===== src/rtl/vrr_limits_pkg.sv =====
`timescale 1ns/1ps
package vrr_limits_pkg;

  typedef enum logic [2:0] {
    ST_IDLE    = 3'd0,
    ST_LOAD    = 3'd1,
    ST_DIV_MIN = 3'd2,
    ST_DIV_MAX = 3'd3,
    ST_FIN     = 3'd4
  } calc_state_t;

  localparam int unsigned KHZ_TO_HZ   = 1000;
  localparam int unsigned SPREAD_HZ   = 10;
  localparam int unsigned PIPE_MARGIN = 5;

endpackage


===== src/rtl/vrr_limits_div.sv =====
`timescale 1ns/1ps
module vrr_limits_div #(
  parameter int unsigned DIV_W = 32
) (
  input  logic             clk,
  input  logic             rst_n,
  input  logic             start_i,
  input  logic [DIV_W-1:0] num_i,
  input  logic [DIV_W-1:0] den_i,
  output logic             done_o,
  output logic [DIV_W-1:0] quo_o,
  output logic [DIV_W-1:0] rem_o
);
  localparam int unsigned CNT_W = $clog2(DIV_W + 1);

  logic [DIV_W-1:0] rem_q, rem_d;
  logic [DIV_W-1:0] quo_q, quo_d;
  logic [DIV_W-1:0] den_q, den_d;
  logic [CNT_W-1:0] cnt_q, cnt_d;
  logic             done_q, done_d;
  logic [DIV_W:0]   trial;

  always_comb begin
    rem_d  = rem_q;
    quo_d  = quo_q;
    den_d  = den_q;
    cnt_d  = cnt_q;
    done_d = 1'b0;
    trial  = {rem_q, quo_q[DIV_W-1]};
    if (start_i) begin
      rem_d = '0;
      quo_d = num_i;
      den_d = den_i;
      cnt_d = CNT_W'(DIV_W);
    end else if (cnt_q != '0) begin
      if (trial >= {1'b0, den_q}) begin
        rem_d = DIV_W'(trial - {1'b0, den_q});
        quo_d = {quo_q[DIV_W-2:0], 1'b1};
      end else begin
        rem_d = trial[DIV_W-1:0];
        quo_d = {quo_q[DIV_W-2:0], 1'b0};
      end
      cnt_d  = cnt_q - 1'b1;
      done_d = (cnt_q == CNT_W'(1));
    end
  end

  always_ff @(posedge clk or negedge rst_n) begin
    if (!rst_n) begin
      rem_q  <= '0;
      quo_q  <= '0;
      den_q  <= '0;
      cnt_q  <= '0;
      done_q <= 1'b0;
    end else begin
      rem_q  <= rem_d;
      quo_q  <= quo_d;
      den_q  <= den_d;
      cnt_q  <= cnt_d;
      done_q <= done_d;
    end
  end

  assign done_o = done_q;
  assign quo_o  = quo_q;
  assign rem_o  = rem_q;

  // Partial remainder never reaches the divisor while iterating
  assert_rem_bound_R2: assert property (@(posedge clk) disable iff (!rst_n)
    ((cnt_q != '0) && (den_q != '0)) |-> (rem_q < den_q));

endmodule


===== src/rtl/vrr_limits_eval.sv =====
`timescale 1ns/1ps
module vrr_limits_eval
  import vrr_limits_pkg::*;
#(
  parameter int unsigned DIV_W  = 32,
  parameter int unsigned HT_W   = 16,
  parameter int unsigned VT_W   = 16,
  parameter int unsigned RATE_W = 8,
  parameter int unsigned PIPE_W = 8
) (
  input  logic [DIV_W-1:0]  quo_min_i,
  input  logic              rem_min_nz_i,
  input  logic [DIV_W-1:0]  quo_max_i,
  input  logic [HT_W-1:0]   htotal_i,
  input  logic [VT_W-1:0]   vtotal_i,
  input  logic [VT_W-1:0]   vactive_i,
  input  logic [RATE_W-1:0] rate_min_i,
  input  logic [RATE_W-1:0] rate_max_i,
  input  logic              interlace_i,
  input  logic              user_en_i,
  input  logic              sink_cap_i,
  input  logic              gb_mode_i,
  output logic              en_o,
  output logic [VT_W-1:0]   vmin_o,
  output logic [VT_W-1:0]   vmax_o,
  output logic [VT_W-1:0]   flip_o,
  output logic [VT_W-1:0]   gb_o,
  output logic [PIPE_W-1:0] pipe_o
);
  localparam logic [DIV_W:0] SAT_LIM  = {{(DIV_W + 1 - VT_W){1'b0}}, {VT_W{1'b1}}};
  localparam logic [VT_W:0]  PIPE_MAX = {{(VT_W + 1 - PIPE_W){1'b0}}, {PIPE_W{1'b1}}};

  logic [DIV_W:0]  ceil_w, floor_w;
  logic [VT_W-1:0] sat_min, sat_max, clamp_min, clamp_max, vmin_n;
  logic [RATE_W:0] rate_floor_ext;
  logic            spread_ok, divisors_ok, qualified, window_ok;
  logic [VT_W:0]   pipe_floor, pipe_diff;

  always_comb begin
    ceil_w  = {1'b0, quo_min_i} + (DIV_W + 1)'(rem_min_nz_i);
    floor_w = {1'b0, quo_max_i};
    sat_min = (ceil_w  > SAT_LIM) ? SAT_LIM[VT_W-1:0] : ceil_w[VT_W-1:0];
    sat_max = (floor_w > SAT_LIM) ? SAT_LIM[VT_W-1:0] : floor_w[VT_W-1:0];
    clamp_min = (sat_min < vtotal_i) ? vtotal_i : sat_min;
    clamp_max = (sat_max < vtotal_i) ? vtotal_i : sat_max;

    rate_floor_ext = {1'b0, rate_min_i} + (RATE_W + 1)'(SPREAD_HZ);
    spread_ok      = ({1'b0, rate_max_i} > rate_floor_ext);
    divisors_ok    = (htotal_i != '0) && (rate_min_i != '0) && (rate_max_i != '0);
    qualified      = sink_cap_i && !interlace_i && user_en_i && spread_ok && divisors_ok;
    window_ok      = clamp_min < clamp_max;

    vmin_n     = clamp_min - 1'b1;
    pipe_floor = {1'b0, vactive_i} + (VT_W + 1)'(PIPE_MARGIN);
    pipe_diff  = {1'b0, vmin_n} - pipe_floor;

    en_o   = qualified && window_ok;
    vmin_o = '0;
    vmax_o = '0;
    flip_o = '0;
    gb_o   = '0;
    pipe_o = '0;
    if (en_o) begin
      vmin_o = vmin_n;
      vmax_o = clamp_max;
      flip_o = clamp_min;
      if (gb_mode_i) begin
        gb_o = (vmin_n >= vactive_i) ? (vmin_n - vactive_i) : '0;
      end else if ({1'b0, vmin_n} >= pipe_floor) begin
        pipe_o = (pipe_diff > PIPE_MAX) ? PIPE_MAX[PIPE_W-1:0] : pipe_diff[PIPE_W-1:0];
      end
    end
  end

endmodule


===== src/rtl/vrr_limits_ctrl.sv =====
`timescale 1ns/1ps
module vrr_limits_ctrl
  import vrr_limits_pkg::*;
#(
  parameter int unsigned DIV_W  = 32,
  parameter int unsigned CLK_W  = 20,
  parameter int unsigned HT_W   = 16,
  parameter int unsigned VT_W   = 16,
  parameter int unsigned RATE_W = 8,
  parameter int unsigned PIPE_W = 8
) (
  input  logic              clk,
  input  logic              rst_n,
  input  logic              start_i,
  input  logic [CLK_W-1:0]  clk_khz_i,
  input  logic [HT_W-1:0]   htotal_i,
  input  logic [VT_W-1:0]   vtotal_i,
  input  logic [VT_W-1:0]   vactive_i,
  input  logic [RATE_W-1:0] rate_min_i,
  input  logic [RATE_W-1:0] rate_max_i,
  input  logic              interlace_i,
  input  logic              user_en_i,
  input  logic              sink_cap_i,
  input  logic              gb_mode_i,
  // divider side
  input  logic              div_done_i,
  input  logic [DIV_W-1:0]  div_quo_i,
  input  logic [DIV_W-1:0]  div_rem_i,
  output logic              div_start_o,
  output logic [DIV_W-1:0]  div_num_o,
  output logic [DIV_W-1:0]  div_den_o,
  // evaluator side
  output logic [DIV_W-1:0]  cap_quo_min_o,
  output logic              cap_rem_nz_o,
  output logic [HT_W-1:0]   cap_htotal_o,
  output logic [VT_W-1:0]   cap_vtotal_o,
  output logic [VT_W-1:0]   cap_vactive_o,
  output logic [RATE_W-1:0] cap_rate_min_o,
  output logic [RATE_W-1:0] cap_rate_max_o,
  output logic              cap_interlace_o,
  output logic              cap_user_en_o,
  output logic              cap_sink_cap_o,
  output logic              cap_gb_mode_o,
  input  logic              ev_en_i,
  input  logic [VT_W-1:0]   ev_vmin_i,
  input  logic [VT_W-1:0]   ev_vmax_i,
  input  logic [VT_W-1:0]   ev_flip_i,
  input  logic [VT_W-1:0]   ev_gb_i,
  input  logic [PIPE_W-1:0] ev_pipe_i,
  // results
  output logic              en_o,
  output logic [VT_W-1:0]   vmin_o,
  output logic [VT_W-1:0]   vmax_o,
  output logic [VT_W-1:0]   flipline_o,
  output logic [VT_W-1:0]   guardband_o,
  output logic [PIPE_W-1:0] pipe_full_o,
  output logic              done_o
);
  calc_state_t state_q, state_d;

  logic [CLK_W-1:0]  clk_q;
  logic [HT_W-1:0]   ht_q;
  logic [VT_W-1:0]   vt_q, va_q;
  logic [RATE_W-1:0] rmin_q, rmax_q;
  logic              il_q, ue_q, cap_q, gbm_q;
  logic [DIV_W-1:0]  qmin_q;
  logic              rnz_q;
  logic              en_q, done_q;
  logic [VT_W-1:0]   vmin_q, vmax_q, flip_q, gb_q;
  logic [PIPE_W-1:0] pipe_q;

  logic capture_en, qmin_en, result_en;

  always_comb begin
    state_d = state_q;
    unique case (state_q)
      ST_IDLE:    if (start_i)    state_d = ST_LOAD;
      ST_LOAD:                    state_d = ST_DIV_MIN;
      ST_DIV_MIN: if (div_done_i) state_d = ST_DIV_MAX;
      ST_DIV_MAX: if (div_done_i) state_d = ST_FIN;
      ST_FIN:                     state_d = ST_IDLE;
      default:                    state_d = ST_IDLE;
    endcase
  end

  assign capture_en  = (state_q == ST_IDLE) && start_i;
  assign qmin_en     = (state_q == ST_DIV_MIN) && div_done_i;
  assign result_en   = (state_q == ST_FIN);
  assign div_start_o = (state_q == ST_LOAD) || qmin_en;
  assign div_num_o   = DIV_W'(clk_q) * DIV_W'(KHZ_TO_HZ);
  assign div_den_o   = (state_q == ST_LOAD) ? DIV_W'(ht_q) * DIV_W'(rmax_q)
                                            : DIV_W'(ht_q) * DIV_W'(rmin_q);

  always_ff @(posedge clk or negedge rst_n) begin
    if (!rst_n) begin
      state_q <= ST_IDLE;
      clk_q   <= '0;
      ht_q    <= '0;
      vt_q    <= '0;
      va_q    <= '0;
      rmin_q  <= '0;
      rmax_q  <= '0;
      il_q    <= 1'b0;
      ue_q    <= 1'b0;
      cap_q   <= 1'b0;
      gbm_q   <= 1'b0;
      qmin_q  <= '0;
      rnz_q   <= 1'b0;
      en_q    <= 1'b0;
      vmin_q  <= '0;
      vmax_q  <= '0;
      flip_q  <= '0;
      gb_q    <= '0;
      pipe_q  <= '0;
      done_q  <= 1'b0;
    end else begin
      state_q <= state_d;
      done_q  <= result_en;
      if (capture_en) begin
        clk_q  <= clk_khz_i;
        ht_q   <= htotal_i;
        vt_q   <= vtotal_i;
        va_q   <= vactive_i;
        rmin_q <= rate_min_i;
        rmax_q <= rate_max_i;
        il_q   <= interlace_i;
        ue_q   <= user_en_i;
        cap_q  <= sink_cap_i;
        gbm_q  <= gb_mode_i;
      end
      if (qmin_en) begin
        qmin_q <= div_quo_i;
        rnz_q  <= (div_rem_i != '0);
      end
      if (result_en) begin
        en_q   <= ev_en_i;
        vmin_q <= ev_vmin_i;
        vmax_q <= ev_vmax_i;
        flip_q <= ev_flip_i;
        gb_q   <= ev_gb_i;
        pipe_q <= ev_pipe_i;
      end
    end
  end

  assign cap_quo_min_o   = qmin_q;
  assign cap_rem_nz_o    = rnz_q;
  assign cap_htotal_o    = ht_q;
  assign cap_vtotal_o    = vt_q;
  assign cap_vactive_o   = va_q;
  assign cap_rate_min_o  = rmin_q;
  assign cap_rate_max_o  = rmax_q;
  assign cap_interlace_o = il_q;
  assign cap_user_en_o   = ue_q;
  assign cap_sink_cap_o  = cap_q;
  assign cap_gb_mode_o   = gbm_q;

  assign en_o        = en_q;
  assign vmin_o      = vmin_q;
  assign vmax_o      = vmax_q;
  assign flipline_o  = flip_q;
  assign guardband_o = gb_q;
  assign pipe_full_o = pipe_q;
  assign done_o      = done_q;

  assert_done_pulse_R9: assert property (@(posedge clk) disable iff (!rst_n)
    done_q |=> !done_q);

  assert_hold_between_R9: assert property (@(posedge clk) disable iff (!rst_n)
    (state_q != ST_FIN) |=> ($stable(en_q) && $stable(vmin_q) && $stable(vmax_q)
                             && $stable(gb_q) && $stable(pipe_q)));

  assert_window_order_R4: assert property (@(posedge clk) disable iff (!rst_n)
    en_q |-> (vmin_q < vmax_q));

  assert_off_zero_R8: assert property (@(posedge clk) disable iff (!rst_n)
    !en_q |-> ((vmin_q == '0) && (vmax_q == '0) && (flip_q == '0)
               && (gb_q == '0) && (pipe_q == '0)));

  assert_one_field_R6: assert property (@(posedge clk) disable iff (!rst_n)
    !((gb_q != '0) && (pipe_q != '0)));

  assert_busy_capture_R10: assert property (@(posedge clk) disable iff (!rst_n)
    (state_q != ST_IDLE) |=> ($stable(vt_q) && $stable(clk_q) && $stable(rmin_q)));

endmodule


===== src/rtl/vrr_limits.sv =====
`timescale 1ns/1ps
module vrr_limits
  import vrr_limits_pkg::*;
#(
  parameter int unsigned CLK_W  = 20,
  parameter int unsigned HT_W   = 16,
  parameter int unsigned VT_W   = 16,
  parameter int unsigned RATE_W = 8,
  parameter int unsigned PIPE_W = 8,
  parameter int unsigned DIV_W  = 32
) (
  input  logic              clk,
  input  logic              rst_n,
  input  logic              start_i,
  input  logic [CLK_W-1:0]  clk_khz_i,
  input  logic [HT_W-1:0]   htotal_i,
  input  logic [VT_W-1:0]   vtotal_i,
  input  logic [VT_W-1:0]   vactive_i,
  input  logic [RATE_W-1:0] rate_min_i,
  input  logic [RATE_W-1:0] rate_max_i,
  input  logic              interlace_i,
  input  logic              user_en_i,
  input  logic              sink_cap_i,
  input  logic              gb_mode_i,
  output logic              en_o,
  output logic [VT_W-1:0]   vmin_o,
  output logic [VT_W-1:0]   vmax_o,
  output logic [VT_W-1:0]   flipline_o,
  output logic [VT_W-1:0]   guardband_o,
  output logic [PIPE_W-1:0] pipe_full_o,
  output logic              done_o
);
  localparam int unsigned SYNC_STAGES = 2;

  logic [SYNC_STAGES-1:0] rst_sync_q;
  logic                   rst_n_int;

  always_ff @(posedge clk or negedge rst_n) begin
    if (!rst_n) rst_sync_q <= '0;
    else        rst_sync_q <= {rst_sync_q[SYNC_STAGES-2:0], 1'b1};
  end
  assign rst_n_int = rst_sync_q[SYNC_STAGES-1];

  logic              div_start, div_done;
  logic [DIV_W-1:0]  div_num, div_den, div_quo, div_rem;
  logic [DIV_W-1:0]  cap_qmin;
  logic              cap_rnz, cap_il, cap_ue, cap_sink, cap_gbm;
  logic [HT_W-1:0]   cap_ht;
  logic [VT_W-1:0]   cap_vt, cap_va;
  logic [RATE_W-1:0] cap_rmin, cap_rmax;
  logic              ev_en;
  logic [VT_W-1:0]   ev_vmin, ev_vmax, ev_flip, ev_gb;
  logic [PIPE_W-1:0] ev_pipe;

  vrr_limits_div #(.DIV_W(DIV_W)) u_div (
    .clk     (clk),
    .rst_n   (rst_n_int),
    .start_i (div_start),
    .num_i   (div_num),
    .den_i   (div_den),
    .done_o  (div_done),
    .quo_o   (div_quo),
    .rem_o   (div_rem)
  );

  vrr_limits_eval #(
    .DIV_W(DIV_W), .HT_W(HT_W), .VT_W(VT_W), .RATE_W(RATE_W), .PIPE_W(PIPE_W)
  ) u_eval (
    .quo_min_i    (cap_qmin),
    .rem_min_nz_i (cap_rnz),
    .quo_max_i    (div_quo),
    .htotal_i     (cap_ht),
    .vtotal_i     (cap_vt),
    .vactive_i    (cap_va),
    .rate_min_i   (cap_rmin),
    .rate_max_i   (cap_rmax),
    .interlace_i  (cap_il),
    .user_en_i    (cap_ue),
    .sink_cap_i   (cap_sink),
    .gb_mode_i    (cap_gbm),
    .en_o         (ev_en),
    .vmin_o       (ev_vmin),
    .vmax_o       (ev_vmax),
    .flip_o       (ev_flip),
    .gb_o         (ev_gb),
    .pipe_o       (ev_pipe)
  );

  vrr_limits_ctrl #(
    .DIV_W(DIV_W), .CLK_W(CLK_W), .HT_W(HT_W), .VT_W(VT_W),
    .RATE_W(RATE_W), .PIPE_W(PIPE_W)
  ) u_ctrl (
    .clk             (clk),
    .rst_n           (rst_n_int),
    .start_i         (start_i),
    .clk_khz_i       (clk_khz_i),
    .htotal_i        (htotal_i),
    .vtotal_i        (vtotal_i),
    .vactive_i       (vactive_i),
    .rate_min_i      (rate_min_i),
    .rate_max_i      (rate_max_i),
    .interlace_i     (interlace_i),
    .user_en_i       (user_en_i),
    .sink_cap_i      (sink_cap_i),
    .gb_mode_i       (gb_mode_i),
    .div_done_i      (div_done),
    .div_quo_i       (div_quo),
    .div_rem_i       (div_rem),
    .div_start_o     (div_start),
    .div_num_o       (div_num),
    .div_den_o       (div_den),
    .cap_quo_min_o   (cap_qmin),
    .cap_rem_nz_o    (cap_rnz),
    .cap_htotal_o    (cap_ht),
    .cap_vtotal_o    (cap_vt),
    .cap_vactive_o   (cap_va),
    .cap_rate_min_o  (cap_rmin),
    .cap_rate_max_o  (cap_rmax),
    .cap_interlace_o (cap_il),
    .cap_user_en_o   (cap_ue),
    .cap_sink_cap_o  (cap_sink),
    .cap_gb_mode_o   (cap_gbm),
    .ev_en_i         (ev_en),
    .ev_vmin_i       (ev_vmin),
    .ev_vmax_i       (ev_vmax),
    .ev_flip_i       (ev_flip),
    .ev_gb_i         (ev_gb),
    .ev_pipe_i       (ev_pipe),
    .en_o            (en_o),
    .vmin_o          (vmin_o),
    .vmax_o          (vmax_o),
    .flipline_o      (flipline_o),
    .guardband_o     (guardband_o),
    .pipe_full_o     (pipe_full_o),
    .done_o          (done_o)
  );

endmodule


===== config.mk =====
export PLATFORM = sky130hd
export DESIGN_NAME = vrr_limits
export DESIGN_NICKNAME = d
export VERILOG_FILES = /design/src/rtl/vrr_limits_pkg.sv /design/src/rtl/vrr_limits_div.sv /design/src/rtl/vrr_limits_eval.sv /design/src/rtl/vrr_limits_ctrl.sv /design/src/rtl/vrr_limits.sv
export SDC_FILE = /design/constraint.sdc
export NUM_CORES = 2
export LEC_CHECK = 0
export ABC_AREA = 1
export BUFFER_PORTS_ARGS = -buffer_cell sky130_fd_sc_hd__buf_2
export CORE_MARGIN = 3
export CORE_UTILIZATION = 40
export CTS_CLUSTER_SIZE = 25
export DETAILED_ROUTE_END_ITERATION = 10
export PLACE_DENSITY = 0.56
export SYNTH_ARGS = -nofsm -noshare
export SYNTH_HDL_FRONTEND = slang
export SYNTH_HIERARCHICAL = 1
export SYNTH_SLANG_ARGS = --single-unit

===== constraint.sdc =====
create_clock -name clk -period 27.3 [get_ports clk]
set_input_delay 2.73 -clock clk [delete_from_list [all_inputs] [get_ports clk]]
set_output_delay 2.73 -clock clk [all_outputs]
set_load 0.01 [all_outputs]

==> impl_metrics.ini <==
[yosys]
yosysTopAreaCellShare = 0.222
synthFlopType = dfrtp_1
async_reset_ff_frac = 1.00
synth_warnings = 6
yosysTopAreaCell = dfrtp_1
yosysSeqAreaShare = 0.222
synth_common_cells = nand2_1 (1460), inv_1 (978), nor2_1 (307), dfrtp_1 (303), ha_1 (264)
ys_ff_latch = 303
synth_cell_types = 63
yosysMostFrequentCell = nand2_1
syn_area_per_cell_sq_um = 7.20
syn_inst = 4734
synth_area_leaders = dfrtp_1 (22%), nand2_1 (16%), fa_1 (14%), inv_1 (11%), ha_1 (9.7%)
synth-edff-count = 0
syn_area_sq_um = 34100

[flow_run]
maxCapViolations = 0

[layout]
multi_input_area_sq_um = 21900
syn2layout_area_growth_pct = 8.43
diodes = 0
nets = 5409
drive_above_1_share = 0.0954
layout.area.seq_sq_um = 7590
nFillCells = 8913
finalNonFillerCells = 5977

[worst_setup_path]
crit_arrival_ns = 8.32
crit_buf_inv = 2
end_kind = flip-flop
crit_path_frequent_cell = nand2_1
path_max_fanout = 22
worstSetupPathDepth = 45
critical-path-max-stage-delay_ns = 0.50
r2r_cells = 45
crit_start = u_ctrl/cap_rem_nz_o
rr_startpoint = u_ctrl/cap_rem_nz_o
crit_type = flip-flop to flip-flop
slowest_stage = o21ai_2
cp.required_ns = 27.84
path_delay_family = simple AND/OR/NAND/NOR gates
startpoint_type = flip-flop

[hold_path]
worstHoldPathType = flip-flop to async pin

[clock_network]
clockBufferDepth = 3
post_cts_buffers = 0
clkSinkCount = 303
worst_skew_pair.late_latency_ns = 0.60
cts_made_buffers = 40
clkTransAtPathRegs_ns = 0.06
root_buffer = clkbuf_16
cts_tree = yes
cts_resized = 0
cts_hold_buf = 0
cts_htree_levels = 2

[routing]
vias_per_cell = 4.83
drc_errors = 0
drtIter0Drc = 1723
drt_wl_total_mm = 94.3
postRouteAntennaNets = 0
vias = 28898
first_pass_iters = 5
avgRoutedWirePerCell_microns = 15.8

[global_route]
grt_usage = 0.214
gr-total-overflow = 0
grt_max_degree = 78
antenna_found_initial = 0
grt_pass1_wl_mm = 155
grt_pass1_vias = 28576

[sta]
fin_skew_ns = 0.0376
rsz0062_at_grt = false
tns_ns = 0
worst_pin_slew_ns = 1.11
layout_min_cycle_time_ns = 7.78
slew-limit-headroom = 0.259
post-route-period-util = 0.285
max_freq_mhz = 128
maxSlewViolCount = 0
hold_viol = 0
finalSetupViolCount = 0

[die]
fp-row-count = 106
io_pins = 165
core_area_sq_um = 84100
die_area_sq_um = 88700
die_w_microns = 298
die_h_microns = 298
start_util = 0.405

[place]
gp_congestion = 0.926
place_hpwl_mm = 74.3
io_buffers = 164
placed_cells = 5905

[status]
status = complete, no violations
==> cell usage in the layout, fill, tap and decap left out, drive strengths merged, types with 24 or more instances in the layout <==
| cell | synthesis | routed |
|---|---|---|
| nand4 | 53 | 53 |
| buf | 68 | 184 |
| nor3 | 33 | 33 |
| nand3 | 222 | 222 |
| inv | 994 | 998 |
| dfrtp | 303 | 303 |
| fa | 241 | 241 |
| nand3b | 40 | 40 |
| o21ai | 108 | 108 |
| clkbuf | 91 | 52 |
| nor4 | 24 | 24 |
| xor2 | 65 | 65 |
| ha | 264 | 264 |
| nand2 | 1501 | 1501 |
| mux2 | 101 | 101 |
| nor2 | 329 | 329 |
| xnor2 | 37 | 37 |
| a21oi | 151 | 151 |
==> per-layer routing <==
layer | global-route usage | vias to the layer above | share of wire
met2 | 0.345 | 538 | 0.45
li1 | - | 14569 | -
met1 | 0.312 | 13692 | 0.49
met3 | 0.0217 | 99 | 0.039
met5 | 0 | - | 0
met4 | 0.0461 | 0 | 0.018
==> worst paths after layout <==
kind,endpoint,slack [ns]
setup / recovery,u_ctrl/guardband_o[6],19.52
hold / removal,u_ctrl/clk_q[13],0.32
setup reg to reg,u_ctrl/guardband_o[6],19.52
hold reg to reg,u_ctrl/clk_q[13],0.32
max in group asynchronous,u_ctrl/cap_vtotal_o[14],24.12
min in group clk,rst_sync_q[1],0.35
==> cell type report <==
| class | instances | share of cell area |
|---|---|---|
| inverters | 994 | 0.101 |
| clock inverters | 20 | 0.00579 |
| well taps | 1134 | 0.0384 |
| multi-input cells | 3290 | 0.593 |
| clock buffers | 52 | 0.0300 |
| flip-flops and latches | 303 | 0.205 |
| repair buffers | 184 | 0.0263 |
==> sequential cells by signal (all words and copies together) (netlist names), 2 cells and up <==
| name | count |
|---|---|
| u_ctrl/state_q | 3 |
| u_ctrl/cap_htotal_o | 16 |
| u_ctrl/cap_quo_min_o | 32 |
| u_ctrl/vmin_o | 16 |
| rst_sync_q | 2 |
| u_ctrl/cap_vtotal_o | 16 |
| u_ctrl/clk_q | 20 |
| u_div/den_q | 32 |
| u_ctrl/pipe_full_o | 8 |
| u_ctrl/guardband_o | 16 |
| u_ctrl/vmax_o | 16 |
| u_ctrl/cap_rate_max_o | 8 |
| u_div/quo_o | 32 |
| u_ctrl/cap_rate_min_o | 8 |
| u_div/cnt_q | 6 |
| u_div/rem_o | 32 |
| u_ctrl/flipline_o | 16 |
| u_ctrl/cap_vactive_o | 16 |
==> logic make-up (layout without fill, tap and decap cells) <==
group	after synthesis	count (layout)	share of synthesized area
DFF	303	303	0.222
buffers and inverters	1153	1250	0.136
other	2	14	0.000220
adders and majority gates	506	506	0.239
and+or+nand+nor	2221	2221	0.277
xor gates and xnor gates	102	102	0.0262
muxes	102	102	0.0412
AOI/OAI and AO/OA	345	345	0.0579
==> per-stage QoR <==
stage,worst slack (ns),cell area [sq um],util,hold WS [ns]
3_3_place_gp,19.86,35600,0.424,0.336
4_1_cts,19.54,37000,0.439,0.355
5_1_grt,18.69,37000,0.439,0.374
2_1_floorplan,18.23,34100,-,0.331
6_report,19.52,37000,0.439,0.324
3_5_place_dp,19.57,35600,0.424,0.343
Power is not shown: default switching activity piles up to over one toggle a cycle in this logic, so the estimate is an artifact.
